`src/rtl/rsc_pkg.sv`:
```
package rsc_pkg;
   // Wait-state tracker: flowing, holding a read, or a deferred hold pending
   typedef enum logic [1:0] {
      ST_FLOW  = 2'd0,
      ST_WAIT  = 2'd1,
      ST_DEFER = 2'd2
   } stall_st_e;
endpackage

```
`src/rtl/rsc_cyc_hold.sv`:
```
module rsc_cyc_hold #(
   parameter int W = 18
) (
   input  logic         clk,
   input  logic         rst_n,
   input  logic [W-1:0] cyc_i,
   input  logic         adv_i,
   input  logic         hold_i,
   output logic [W-1:0] cyc_o
);
   logic [W-1:0] lat_q;

   // During a hold, the captured copy replaces the live sequencer view
   assign cyc_o = hold_i ? lat_q : cyc_i;

   always_ff @(posedge clk) begin
      if (!rst_n)      lat_q <= '0;
      else if (!adv_i) lat_q <= cyc_o;
   end

   AST_HOLD_KEEPS: assert property (@(posedge clk) disable iff (!rst_n)
      !adv_i |=> (cyc_o == $past(cyc_o)));
endmodule

```
`src/rtl/rsc_stall_core.sv`:
```
module rsc_stall_core
   import rsc_pkg::*;
(
   input  logic clk,
   input  logic rst_n,
   input  logic rdy_i,
   input  logic wr_i,
   output logic adv_o,
   output logic hold_o
);
   stall_st_e st_q, st_d;

   always_comb begin
      adv_o = wr_i | (rdy_i & (st_q != ST_DEFER));
      if (wr_i)
         st_d = (!rdy_i || st_q == ST_DEFER) ? ST_DEFER : ST_FLOW;
      else
         st_d = adv_o ? ST_FLOW : ST_WAIT;
   end

   assign hold_o = (st_q == ST_WAIT);

   always_ff @(posedge clk) begin
      if (!rst_n) st_q <= ST_FLOW;
      else        st_q <= st_d;
   end

   AST_DEFER_LANDS: assert property (@(posedge clk) disable iff (!rst_n)
      (wr_i && !rdy_i) ##1 !wr_i |-> !adv_o);
   AST_STALL_RELEASES: assert property (@(posedge clk) disable iff (!rst_n)
      (!adv_o) ##1 (rdy_i && !wr_i) |-> adv_o);
   AST_DEFER_SPENT: assert property (@(posedge clk) disable iff (!rst_n)
      (!wr_i) ##1 (!wr_i && rdy_i) |-> adv_o);
endmodule

```
`src/rtl/rsc_step_gate.sv`:
```
module rsc_step_gate #(
   parameter bit ENABLE = 1'b1
) (
   input  logic clk,
   input  logic rst_n,
   input  logic mode_i,
   input  logic pulse_i,
   input  logic fetch_i,
   input  logic adv_i,
   output logic step_rdy_o
);
   generate
      if (ENABLE) begin : g_on
         logic tok_q;

         assign step_rdy_o = !(mode_i && fetch_i && !tok_q);

         always_ff @(posedge clk) begin
            if (!rst_n)                tok_q <= 1'b0;
            else if (pulse_i)          tok_q <= 1'b1;
            else if (fetch_i && adv_i) tok_q <= 1'b0;
         end

         AST_ONE_RELEASE: assert property (@(posedge clk) disable iff (!rst_n)
            (fetch_i && adv_i && !pulse_i) |=> (!(mode_i && fetch_i) || !step_rdy_o));
         AST_MODE_OFF_READY: assert property (@(posedge clk) disable iff (!rst_n)
            !mode_i |-> step_rdy_o);
      end else begin : g_off
         logic unused_w;
         assign unused_w   = &{1'b0, clk, rst_n, mode_i, pulse_i, fetch_i, adv_i};
         assign step_rdy_o = 1'b1;
      end
   endgenerate
endmodule

```
`src/rtl/rdy_stall_ctrl.sv`:
```
module rdy_stall_ctrl #(
   parameter int ADDR_W      = 16,
   parameter bit STEP_HELPER = 1'b1
) (
   input  logic              clk,
   input  logic              rst_n,
   input  logic              rdy_i,
   input  logic              wr_i,
   input  logic              fetch_i,
   input  logic [ADDR_W-1:0] addr_i,
   input  logic              step_mode_i,
   input  logic              step_pulse_i,
   output logic              advance_o,
   output logic [ADDR_W-1:0] addr_o,
   output logic              wr_o,
   output logic              fetch_o,
   output logic              step_rdy_o
);
   localparam int CYC_W = ADDR_W + 2;

   generate
      if (ADDR_W < 1 || ADDR_W > 32) begin : g_bad_addr_w
         $error("rdy_stall_ctrl: ADDR_W must lie in 1..32");
      end
   endgenerate

   logic [CYC_W-1:0] cyc_live, cyc_held;
   logic             hold_w, rdy_eff;

   assign cyc_live = {addr_i, wr_i, fetch_i};
   assign {addr_o, wr_o, fetch_o} = cyc_held;
   assign rdy_eff  = rdy_i & step_rdy_o;

   rsc_cyc_hold #(.W(CYC_W)) u_hold (
      .clk(clk), .rst_n(rst_n), .cyc_i(cyc_live), .adv_i(advance_o),
      .hold_i(hold_w), .cyc_o(cyc_held));

   rsc_stall_core u_core (
      .clk(clk), .rst_n(rst_n), .rdy_i(rdy_eff), .wr_i(wr_o),
      .adv_o(advance_o), .hold_o(hold_w));

   rsc_step_gate #(.ENABLE(STEP_HELPER)) u_step (
      .clk(clk), .rst_n(rst_n), .mode_i(step_mode_i), .pulse_i(step_pulse_i),
      .fetch_i(fetch_o), .adv_i(advance_o), .step_rdy_o(step_rdy_o));

   AST_WRITE_PASSES: assert property (@(posedge clk) disable iff (!rst_n)
      wr_o |-> advance_o);
   AST_ADDR_FROZEN: assert property (@(posedge clk) disable iff (!rst_n)
      !advance_o |=> (addr_o == $past(addr_o)));
   AST_STEP_BLOCKS: assert property (@(posedge clk) disable iff (!rst_n)
      (!step_rdy_o && !wr_o) |-> !advance_o);
endmodule

```
`config.mk`:
```
export PLATFORM = sky130hd
export DESIGN_NAME = rdy_stall_ctrl
export DESIGN_NICKNAME = d
export VERILOG_FILES = /design/src/rtl/rsc_pkg.sv /design/src/rtl/rsc_cyc_hold.sv /design/src/rtl/rsc_stall_core.sv /design/src/rtl/rsc_step_gate.sv /design/src/rtl/rdy_stall_ctrl.sv
export SDC_FILE = /design/constraint.sdc
export NUM_CORES = 1
export LEC_CHECK = 0
export ABC_AREA = 1
export BUFFER_PORTS_ARGS = -buffer_cell sky130_fd_sc_hd__buf_2
export CAP_MARGIN = 40
export CORE_MARGIN = 2
export CORE_UTILIZATION = 51
export DETAILED_ROUTE_END_ITERATION = 8
export PLACE_DENSITY = 0.83
export SLEW_MARGIN = 20
export SYNTH_ARGS = -nofsm -noshare
export SYNTH_HDL_FRONTEND = slang
export SYNTH_SLANG_ARGS = --single-unit
```
`constraint.sdc`:
```
create_clock -name clk -period 2.2 [get_ports clk]
set_input_delay 0.44 -clock clk [delete_from_list [all_inputs] [get_ports clk]]
set_output_delay 0.44 -clock clk [all_outputs]
set_load 0.02 [all_outputs]
```
Word level (Yosys, flattened, before mapping)
Index checks and enable logic that the tools add are counted.
{ "classes": {"div": 0, "n_eq_ne": 3, "mux": 6, "n_addsub": 0, "n_mul": 0, "shift": 0, "n_reduce_logical": 8, "n_bitwise": 3, "n_lt_le_gt_ge": 0} }
{ "op_table": {"columns": ["cell", "count"], "rows": [
  ["2-to-1 mux 18 bit", 1],
  ["2-to-1 mux 2 bit", 2],
  ["logical AND 1 bit", 3],
  ["zero test 1 bit", 3],
  ["2-to-1 mux 1 bit", 3],
  ["bitwise AND 1 bit", 2],
  ["== test 2 x 1 -> 1 bit (second input constant)", 1],
  ["== test 2 bit (second input constant)", 1],
  ["!= test 2 bit (second input constant)", 1],
  ["nonzero test 2 bit", 1],
  ["logical OR 1 bit", 1],
  ["bitwise OR 1 bit", 1]
]} }
{ "totals": {"in_bits": 23, "regBits": 21, "rom_bits": 0, "word_cells": 23, "ramBits": 0, "latch_bits": 0, "mem_count": 0} }

Longest topological paths before layout
Gate-level depths: netlist of run 1.
{ "depth": {"depth_word": 11, "ltp_mapped": 10, "ltp_nobuf": 9} }

Cells and area by module
A second synthesis of run 1 with hierarchy kept.
{ "unflattened": {"hier_cells": 193, "area_unflattened_um2": 1229.9} }
{ "modules_own_cells": {"columns": ["mod", "cells_per_inst", "n_inst", "seq_area_each_um2", "area_per_inst_um2"], "rows": [
  ["rsc_cyc_hold", 172, 1, 360.3, 1081.0],
  ["rsc_stall_core", 12, 1, 40.0, 90.1],
  ["rsc_step_gate", 7, 1, 20.0, 51.3],
  ["rdy_stall_ctrl", 2, 1, 0.0, 7.5]
]} }

Worst setup path before layout of run 1
No wires, ideal clock.
{ "synth_timing": {"path_type": "input port to output port", "start": "input port step_mode_i", "end": "output port advance_o", "path_slack_ns": 0.685, "cell_stages": 6, "t_arrival_ns": 1.075, "path_buffers": 1, "cell_sequence": "inv_1 > nor2_1 > nand3_4 > nand2_2 > nand2_4 > buf_6"} }
{ "synth_between": {"elab_chain_cells": 6} }
{ "synth_lines": {"columns": ["item", "line", "text"], "rows": [
  ["start: declaration", "rdy_stall_ctrl.sv:11", "input logic step_mode_i,"],
  ["logical AND 1 bit (2 in series)", "rsc_step_gate.sv:16", "assign step_rdy_o = !(mode_i && fetch_i && !tok_q);"],
  ["zero test 1 bit", "rsc_step_gate.sv:16", null],
  ["named net step_rdy_o", "rdy_stall_ctrl.sv:17", "output logic step_rdy_o"],
  ["bitwise AND 1 bit", "rdy_stall_ctrl.sv:32", "assign rdy_eff = rdy_i & step_rdy_o;"],
  ["bitwise AND 1 bit", "rsc_stall_core.sv:14", "adv_o = wr_i | (rdy_i & (st_q != ST_DEFER));"],
  ["bitwise OR 1 bit", "rsc_stall_core.sv:14", null],
  ["end: declaration", "rdy_stall_ctrl.sv:13", "output logic advance_o,"]
]} }
The timed path passes the listed nets, and every way through them passes these cells.

Final worst setup path of run 1
{ "layout_timing": {"start": "register u_core.st_q[1]", "end": "output port advance_o"} }
{ "layout_between": {"elab_chain_cells": 8, "word_cells_on_any_way": 9} }
{ "layout_lines": {"columns": ["item", "line", "text"], "rows": [
  ["start: declaration", "rsc_stall_core.sv:11", "stall_st_e st_q, st_d;"],
  ["start signal: assignment", "rsc_stall_core.sv:25", "else st_q <= st_d;"],
  ["== test 2 x 1 -> 1 bit", "rsc_stall_core.sv:21", "assign hold_o = (st_q == ST_WAIT);"],
  ["2-to-1 mux 18 bit", "rsc_cyc_hold.sv:14", "assign cyc_o = hold_i ? lat_q : cyc_i;"],
  ["logical AND 1 bit (2 in series)", "rsc_step_gate.sv:16", null],
  ["zero test 1 bit", "rsc_step_gate.sv:16", null],
  ["bitwise AND 1 bit", "rdy_stall_ctrl.sv:32", null],
  ["bitwise AND 1 bit", "rsc_stall_core.sv:14", null],
  ["bitwise OR 1 bit *", "rsc_stall_core.sv:14", null]
]} }
Every way passes the cells marked *; elsewhere a longest branch is shown, timed or not.

==> results.cfg, run 1 <==
[outcome]
status = finished clean

[global_routing]
grt_use_total_pct = 21.3
grt_pass1_vias = 976
antenna_found_initial = 0
grt_max_degree = 22
grt_first_pass_wirelength_um = 4130
grt-ovfl-total = 0

[clocking]
cts_resized = 0
cts-buffers-inserted = 3
clockBufferDepth = 2
clk_pin_slew_ns = 0.13
cts_num_sinks = 21
ctsHtreeMaxLevel = 1
hold_buffers = 0
clk_latency_ns = 0.32
cts_tree = built
cts-root-buf = clkbuf_4
post_cts_buffers = 0

[worst_setup_path]
cp_max_fo = 19
required_ns = 1.76
arrival_ns = 1.64
reg2reg_depth = 9
path_class = reg2out
cp-start-kind = register
worstSetupEndpointType = primary output

[die]
start_util_pct = 55.1
die_w_um = 50.3
core_area_mm2 = 0.00198
row_count = 16
dieArea_mm2 = 0.00253
ios = 43
die_h_um = 50.3

[yosys]
syn-num-nets = 181
yosysTopAreaCellShare_pct = 38.5
ys_types = 21
yosys_warnings = 0
syn_avg_cell_area_um2 = 6.91
ys_seq_area_share_pct = 38.5
synth_area_mm2 = 0.00109
synth_top_area_cell = dfxtp_1
synth_seq_cells = 21
syn_inst = 158
yosys-top-cells-area = dfxtp_1 (39%), nand2_1 (13%), nor2_1 (12%)

[route]
drc = 0
drt_iter0_markers = 15
postRouteAntennaNets = 0
highest_layer = met4
drt_wl_total_um = 2480
firstDrtPassIters = 4
viasPerCell = 5.02
wire_per_inst_um = 11.1
drt-met1-wl_um = 1090
met2_length_um = 1170
routed-via-count = 1125
wl_met3_um = 152

[cells_and_area]
fin_nets = 221
diodes = 0
drive_gt1_share_pct = 29.9
fillCellCount = 198
syn2layout_area_growth_pct = 20.3
instances_no_fill = 224

[timing]
rsz0062_at_grt = false
slew_viol_final = 0
finalHoldViolCount = 0
fmax_mhz = 480
tightest_slew_ns = 0.308
finalClockSkew_ns = 0.0204
fin_ws_ns = 0.119
fin_hold_ws_ns = 0.347
relSlewSlack_pct = 79.4
layout_min_cycle_time_ns = 2.08
fin_setup_tns_ns = 0
period_share_pct = 94.6
finalSetupViolCount = 0

[min_path]
min_path_type = in2reg
min_path_cells = 3

[power]
report.power.total_uw = 939
ir_drop_uv = 435
power.leakage_nw = 0.683
power_density_mw_per_mm2 = 716

[placement]
dpl_worst_slack_ns = 0.430
dp_hpwl_um = 1670
gp_congestion = 0.754
io_buffer_count = 42
place_inst = 219

[job]
cap_violations = 0
-- cell usage after synthesis --
cell type	instances
nand2_1	39
nor2_1	36
dfxtp_1	21
nand3_1	16
o21ai_1	16
inv_1	8
buf_2	3
buf_6	3
clkbuf_1	2
nand2_2	2
nand2_4	2
a21oi_1	1
a21oi_2	1
buf_8	1
inv_4	1
inv_6	1
nand2_8	1
nand3_2	1
nand3_4	1
o21a_1	1
o21ai_2	1
-- sequential cells by signal, indices dropped and copies added, names as in the netlist --
name / count
u_hold.lat_q: 18
u_core.st_q: 2
u_step.g_on.tok_q: 1
-- final timing paths --
kind                                                    from                             end  slack (ns)
worst min register to register  u_hold.lat_q[0]$_SDFFE_PN0P_    u_hold.lat_q[0]$_SDFFE_PN0P_        0.48
worst max register to register     u_core.st_q[1]$_SDFF_PN0_   u_hold.lat_q[12]$_SDFFE_PN0P_        0.66
worst min-delay path                            step_pulse_i  u_step.g_on.tok_q$_SDFFE_PN0P_        0.35
worst max-delay path               u_core.st_q[1]$_SDFF_PN0_                       advance_o        0.12
-- layout make-up --
class                      instances  area (um2)  share of cell area (%)
clock buffer                       3        22.5                    1.72
clock inverter                     1        5.00                   0.381
inverter                          10        45.0                    3.43
multi-input combinational        119         568                    43.3
sequential                        21         420                    32.0
tap                               27        33.8                    2.57
timing repair buffer              43         218                    16.6
-- routing by layer --
metal | vias to the layer above | GRT usage, %
met4 | 0 | 12.5
met1 | 498 | 26.9
met2 | 42 | 34.0
met5 | - | 0
li1 | 581 | -
met3 | 4 | 3.57
-- placed cells by master, fill, tap and decap left out, drive strengths merged --
cell type and n:
nand3 18, nor2 36, o21a 1, clkbuf 3, nand2 45, dfxtp 21
a21oi 2, buf 43, o21ai 17, inv 10, clkinv 1
-- power by group --
group | internal [mW] | switching, mW | total, mW | leakage [nW]
logic | 0.102 | 0.197 | 0.298 | 0.491
clock network | 0.0681 | 0.127 | 0.195 | 0.0177
registers | 0.422 | 0.0241 | 0.446 | 0.174
-- cell families (layout without fill, tap and decap cells) --
| family | count (synthesis) | in the layout | synth area share [%] |
|---|---|---|---|
| flip-flops | 21 | 21 | 38.5 |
| AO/OA/AOI/OAI | 20 | 20 | 10.1 |
| AND/OR/NAND/NOR | 98 | 99 | 40.7 |
| buffers and inverters | 19 | 57 | 10.7 |
-- critical path, cell delays in order, from the launching register on --
cell     delay (ns)
dfxtp_1        0.35
inv_4          0.19
nand2_8        0.15
nand2_4        0.10
nand3_4        0.06
nand2_2        0.12
nand2_4        0.14
buf_2          0.20
-- stage by stage --
step,instance area [um2],utilization (%)
floorplan,1090,-
finish,1310,66.2
CTS,1300,65.5
global placement,1270,64.1
global route,1310,66.2
detailed placement,1270,64.1
(Power assumes the default switching activity.)
==> run 2, diff against run 1 <==
- CORE_UTILIZATION: 51 -> 50
- PLACE_DENSITY: 0.83 -> 0.82
==> run 2 against run 1 <==
Effect of this change: core utilization is 1.3 points lower; cell count is 0.45% lower; via count is 1.4% lower; combinational power is 1% lower; sequential power hardly changed; sequential share of layout area is 0.44 points higher; register-to-register slack worse by 0.08 ns; die area is 1.8% higher.
==> results.cfg, run 2 (same netlist as run 1, synthesis figures left out) <==
[route]
postRouteAntennaNets = 0
viasPerCell = 4.97
routed-via-count = 1109
drt_iter0_markers = 22
firstDrtPassIters = 4
wire_per_inst_um = 11.4
drc = 0
drt_wl_total_um = 2540

[clocking]
clk_latency_ns = 0.31
clockBufferDepth = 2
cts_tree = built
hold_buffers = 0
ctsHtreeMaxLevel = 1
cts_num_sinks = 21
cts_resized = 1
cts-buffers-inserted = 3
cts-root-buf = clkbuf_4
post_cts_buffers = 0
clk_pin_slew_ns = 0.11

[min_path]
min_from = step_pulse_i
min_path_type = in2reg

[cells_and_area]
fillCellCount = 186
regMostFlops = u_hold.lat_q
largest_reg_flops = 18
drive_gt1_share_pct = 29.6
multi_input_area_um2 = 554
diodes = 0
fin_nets = 220
syn2layout_area_growth_pct = 19.0
regArea_um2 = 422
reg_top3 = u_hold.lat_q x18, u_core.st_q x2, u_step.g_on.tok_q x1
final_cell_mix = buf_2 (42), nand2_1 (39), nor2_1 (36)
final_common_cell = buf_2

[global_routing]
antenna_found_initial = 0
grt-ovfl-total = 0
grt_max_degree = 22
grt_pass1_vias = 937
grt_use_total_pct = 20.1
grt_first_pass_wirelength_um = 3890

[placement]
dpl_worst_slack_ns = 0.330
io_buffer_count = 42
dp_hpwl_um = 1770
gp_congestion = 0.740

[timing]
layout_min_cycle_time_ns = 2.11
rsz0062_at_grt = false
finalClockSkew_ns = 0.00249
fin_ws_ns = 0.0860
tightest_slew_ns = 0.333
finalSetupViolCount = 0
fmax_mhz = 473
slew_viol_final = 0
finalHoldViolCount = 0
period_share_pct = 96.1
fin_setup_tns_ns = 0
relSlewSlack_pct = 77.8

[outcome]
status = finished clean

[worst_setup_path]
slowest_stage = dfxtp_1
cp-start-kind = register
r2r-start = u_core.st_q[1]$_SDFF_PN0_
max_stage_delay_ns = 0.34
regToRegSetupSlack_ns = 0.58
cp_max_fo = 21
cp.buffers_inverters = 2
crit_family = simple AND/OR/NAND/NOR gates
setup.worst_path.start = u_core.st_q[1]$_SDFF_PN0_
arrival_ns = 1.67
worstSetupEndpointType = primary output
required_ns = 1.76
cp_common_cell = nand2_4
crit_chain = inv_4, nand2_8, nand2_4, nand3_4, nand2_2, nand2_4, buf_2
path_class = reg2out

[die]
die_h_um = 50.7
core_area_mm2 = 0.00200
start_util_pct = 54.5
ios = 43
row_count = 16
die_w_um = 50.7
dieArea_mm2 = 0.00257

[power]
power.leakage_nw = 0.676
power_density_mw_per_mm2 = 721
ir_drop_uv = 445

[job]
cap_violations = 0
-- run 2: layer usage --
metal / wire, um / up-vias / global-route usage [%]
li1: - / 578 / -
met1: 1090 / 485 / 23.8
met2: 1240 / 37 / 35.7
met3: 156 / 9 / 3.27
met4: 53 / 0 / 8.11
met5: 0 / - / 0
-- run 2: power by group --
part | leakage (nW) | switching [mW] | internal (mW) | total (mW)
Clock | 0.0150 | 0.123 | 0.0710 | 0.194
Combinational | 0.487 | 0.194 | 0.0996 | 0.294
Sequential | 0.174 | 0.0262 | 0.422 | 0.449
Total | 0.676 | 0.343 | 0.593 | 0.936
-- run 2: path summary, 6_finish.rpt --
kind / cells past startpoint / endpoint
setup / recovery: 7 / advance_o
hold / removal: 3 / u_step.g_on.tok_q$_SDFFE_PN0P_
setup reg to reg: 9 / u_hold.lat_q[0]$_SDFFE_PN0P_
hold reg to reg: 2 / u_hold.lat_q[1]$_SDFFE_PN0P_
-- run 2: per-stage QoR --
| step | power [mW] | hold slack [ns] | std cells | util [%] | area (um2) |
|---|---|---|---|---|---|
| global route | 0.987 | 0.372 | 223 | 64.9 | 1300 |
| CTS | 0.939 | 0.360 | 223 | 64.9 | 1300 |
| floorplan | 0.683 | 0.429 | 158 | - | 1090 |
| global placement | 0.740 | 0.441 | 219 | 63.5 | 1270 |
| finish | 0.936 | 0.354 | 223 | 64.9 | 1300 |
| detailed placement | 0.751 | 0.447 | 219 | 63.5 | 1270 |
-- run 2: layout make-up --
type / count / area share, %
Clock buffer: 4 / 2.02
Inverter: 10 / 3.47
Multi-Input combinational cell: 118 / 42.7
Sequential cell: 21 / 32.5
Tap cell: 27 / 2.60
Timing Repair Buffer: 43 / 16.8
-- run 2: worst register-to-register path: cells and delay by family, from the launching register on --
| family | cells | cell delay (ns) |
|---|---|---|
| AND/OR/NAND/NOR | 6 | 0.68 |
| AO/OA/AOI/OAI | 1 | 0.15 |
| buffers and inverters | 2 | 0.39 |
| flip-flops | 1 | 0.34 |
==> run 3, diff against run 2 <==
- SETUP_SLACK_MARGIN: unset -> 0.15
==> run 3 against run 2 <==
Effect of this change: combinational power up 5%; register-to-register slack gained 0.13 ns; first-iteration DRC count rose by 27%; cell count grew 1.8%; final area up 3.0%; critical path type unchanged; largest cell class unchanged.
==> results.cfg, run 3 (same netlist as run 1, synthesis figures left out) <==
[outcome]
status = finished clean

[worst_setup_path]
path_class = reg2out
required_ns = 1.76
arrival_ns = 1.54
cp_max_fo = 19
worstSetupEndpointType = primary output
regToRegSetupSlack_ns = 0.71
cp-start-kind = register

[clocking]
cts-root-buf = clkbuf_4
clk_latency_ns = 0.31
hold_buffers = 0
cts_tree = built
ctsHtreeMaxLevel = 1
cts_num_sinks = 21
cts-buffers-inserted = 3
clockBufferDepth = 2
clk_pin_slew_ns = 0.12

[timing]
finalHoldViolCount = 0
slew_viol_final = 0
tightest_slew_ns = 0.329
layout_min_cycle_time_ns = 1.98
rsz0062_at_grt = false
fin_ws_ns = 0.222
finalSetupViolCount = 0
finalClockSkew_ns = 0.000888
relSlewSlack_pct = 78.1
fin_setup_tns_ns = 0
fmax_mhz = 506
period_share_pct = 89.9

[global_routing]
grt_first_pass_wirelength_um = 4330
grt-ovfl-total = 0
grt_use_total_pct = 22.4
antenna_found_initial = 0
grt_max_degree = 20
grt_pass1_vias = 1007

[die]
row_count = 16
dieArea_mm2 = 0.00257
ios = 43
die_w_um = 50.7
core_area_mm2 = 0.00200
die_h_um = 50.7
start_util_pct = 54.5

[cells_and_area]
final_cell_mix = buf_2 (42), nand2_1 (39), nor2_1 (36)
instances_no_fill = 227
drive_gt1_share_pct = 31.0
final_common_cell = buf_2
reg_top3 = u_hold.lat_q x18, u_core.st_q x2, u_step.g_on.tok_q x1
diodes = 0
largest_reg_flops = 18
fillCellCount = 178
syn2layout_area_growth_pct = 22.6
fin_nets = 224
regMostFlops = u_hold.lat_q
final_area_mm2 = 0.00134

[route]
wire_per_inst_um = 12.1
firstDrtPassIters = 4
drc = 0
postRouteAntennaNets = 0
drt_iter0_markers = 28
viasPerCell = 5.14
routed-via-count = 1167
drt_wl_total_um = 2740

[job]
cap_violations = 0

[placement]
place_inst = 219
dp_hpwl_um = 1770
dpl_worst_slack_ns = 0.330
gp_congestion = 0.740
place_area_mm2 = 0.00127
io_buffer_count = 42

[min_path]
min_path_type = in2reg

[power]
power_density_mw_per_mm2 = 712
ir_drop_uv = 448
power.leakage_nw = 0.694
report.power.total_uw = 952
## run 3: area by class of cell
type,instances,area [um2],share of cell area [%]
clock buffer,4,26.3,1.96
inverter,10,45.0,3.37
multi-input combinational,119,568,42.5
sequential,21,424,31.7
tap,27,33.8,2.53
timing repair buffer,46,240,18.0
## run 3: critical path: stages, from the launching register on
cell	delay, ns
dfxtp_1	0.37
inv_4	0.07
nand2_8	0.14
nand2_4	0.08
nand3_4	0.07
nand2_2	0.10
nand2_4	0.19
buf_2	0.20
## run 3: stage by stage
| step | hold slack, ns | utilization, % |
|---|---|---|
| floorplan | 0.429 | - |
| global placement | 0.441 | 63.5 |
| detailed placement | 0.447 | 63.5 |
| CTS | 0.360 | 66.7 |
| global route | 0.372 | 66.8 |
| finish | 0.355 | 66.8 |
## run 3: report_power, final
group | switching [mW] | internal, mW | leakage [nW]
logic | 0.203 | 0.107 | 0.505
clock network | 0.123 | 0.0709 | 0.0150
registers | 0.0267 | 0.422 | 0.174
total | 0.352 | 0.600 | 0.694
## run 3: layer usage
layer,track usage (%),part of all wire (%),vias to the layer above
met5,0,0,-
li1,-,-,589
met2,39.5,49,48
met4,11.7,3.2,0
met1,26.0,41,521
met3,3.27,6.4,9
## run 3: final timing paths
check / startpoint / end / cells after the start
worst max-delay path: u_core.st_q[1]$_SDFF_PN0_ / advance_o / 7
worst min-delay path: step_pulse_i / u_step.g_on.tok_q$_SDFFE_PN0P_ / 3
worst max register to register: u_core.st_q[0]$_SDFF_PP0_ / u_hold.lat_q[0]$_SDFFE_PN0P_ / 8
worst min register to register: u_step.g_on.tok_q$_SDFFE_PN0P_ / u_step.g_on.tok_q$_SDFFE_PN0P_ / 2
## run 3: repair_timing
item                                    4_1_cts  5_1_grt
pin swaps                                     1        0
endpoints found under the setup margin        1        1
setup buffers                                 3        0
cloned                                        1        0
gates resized for setup                       2        1
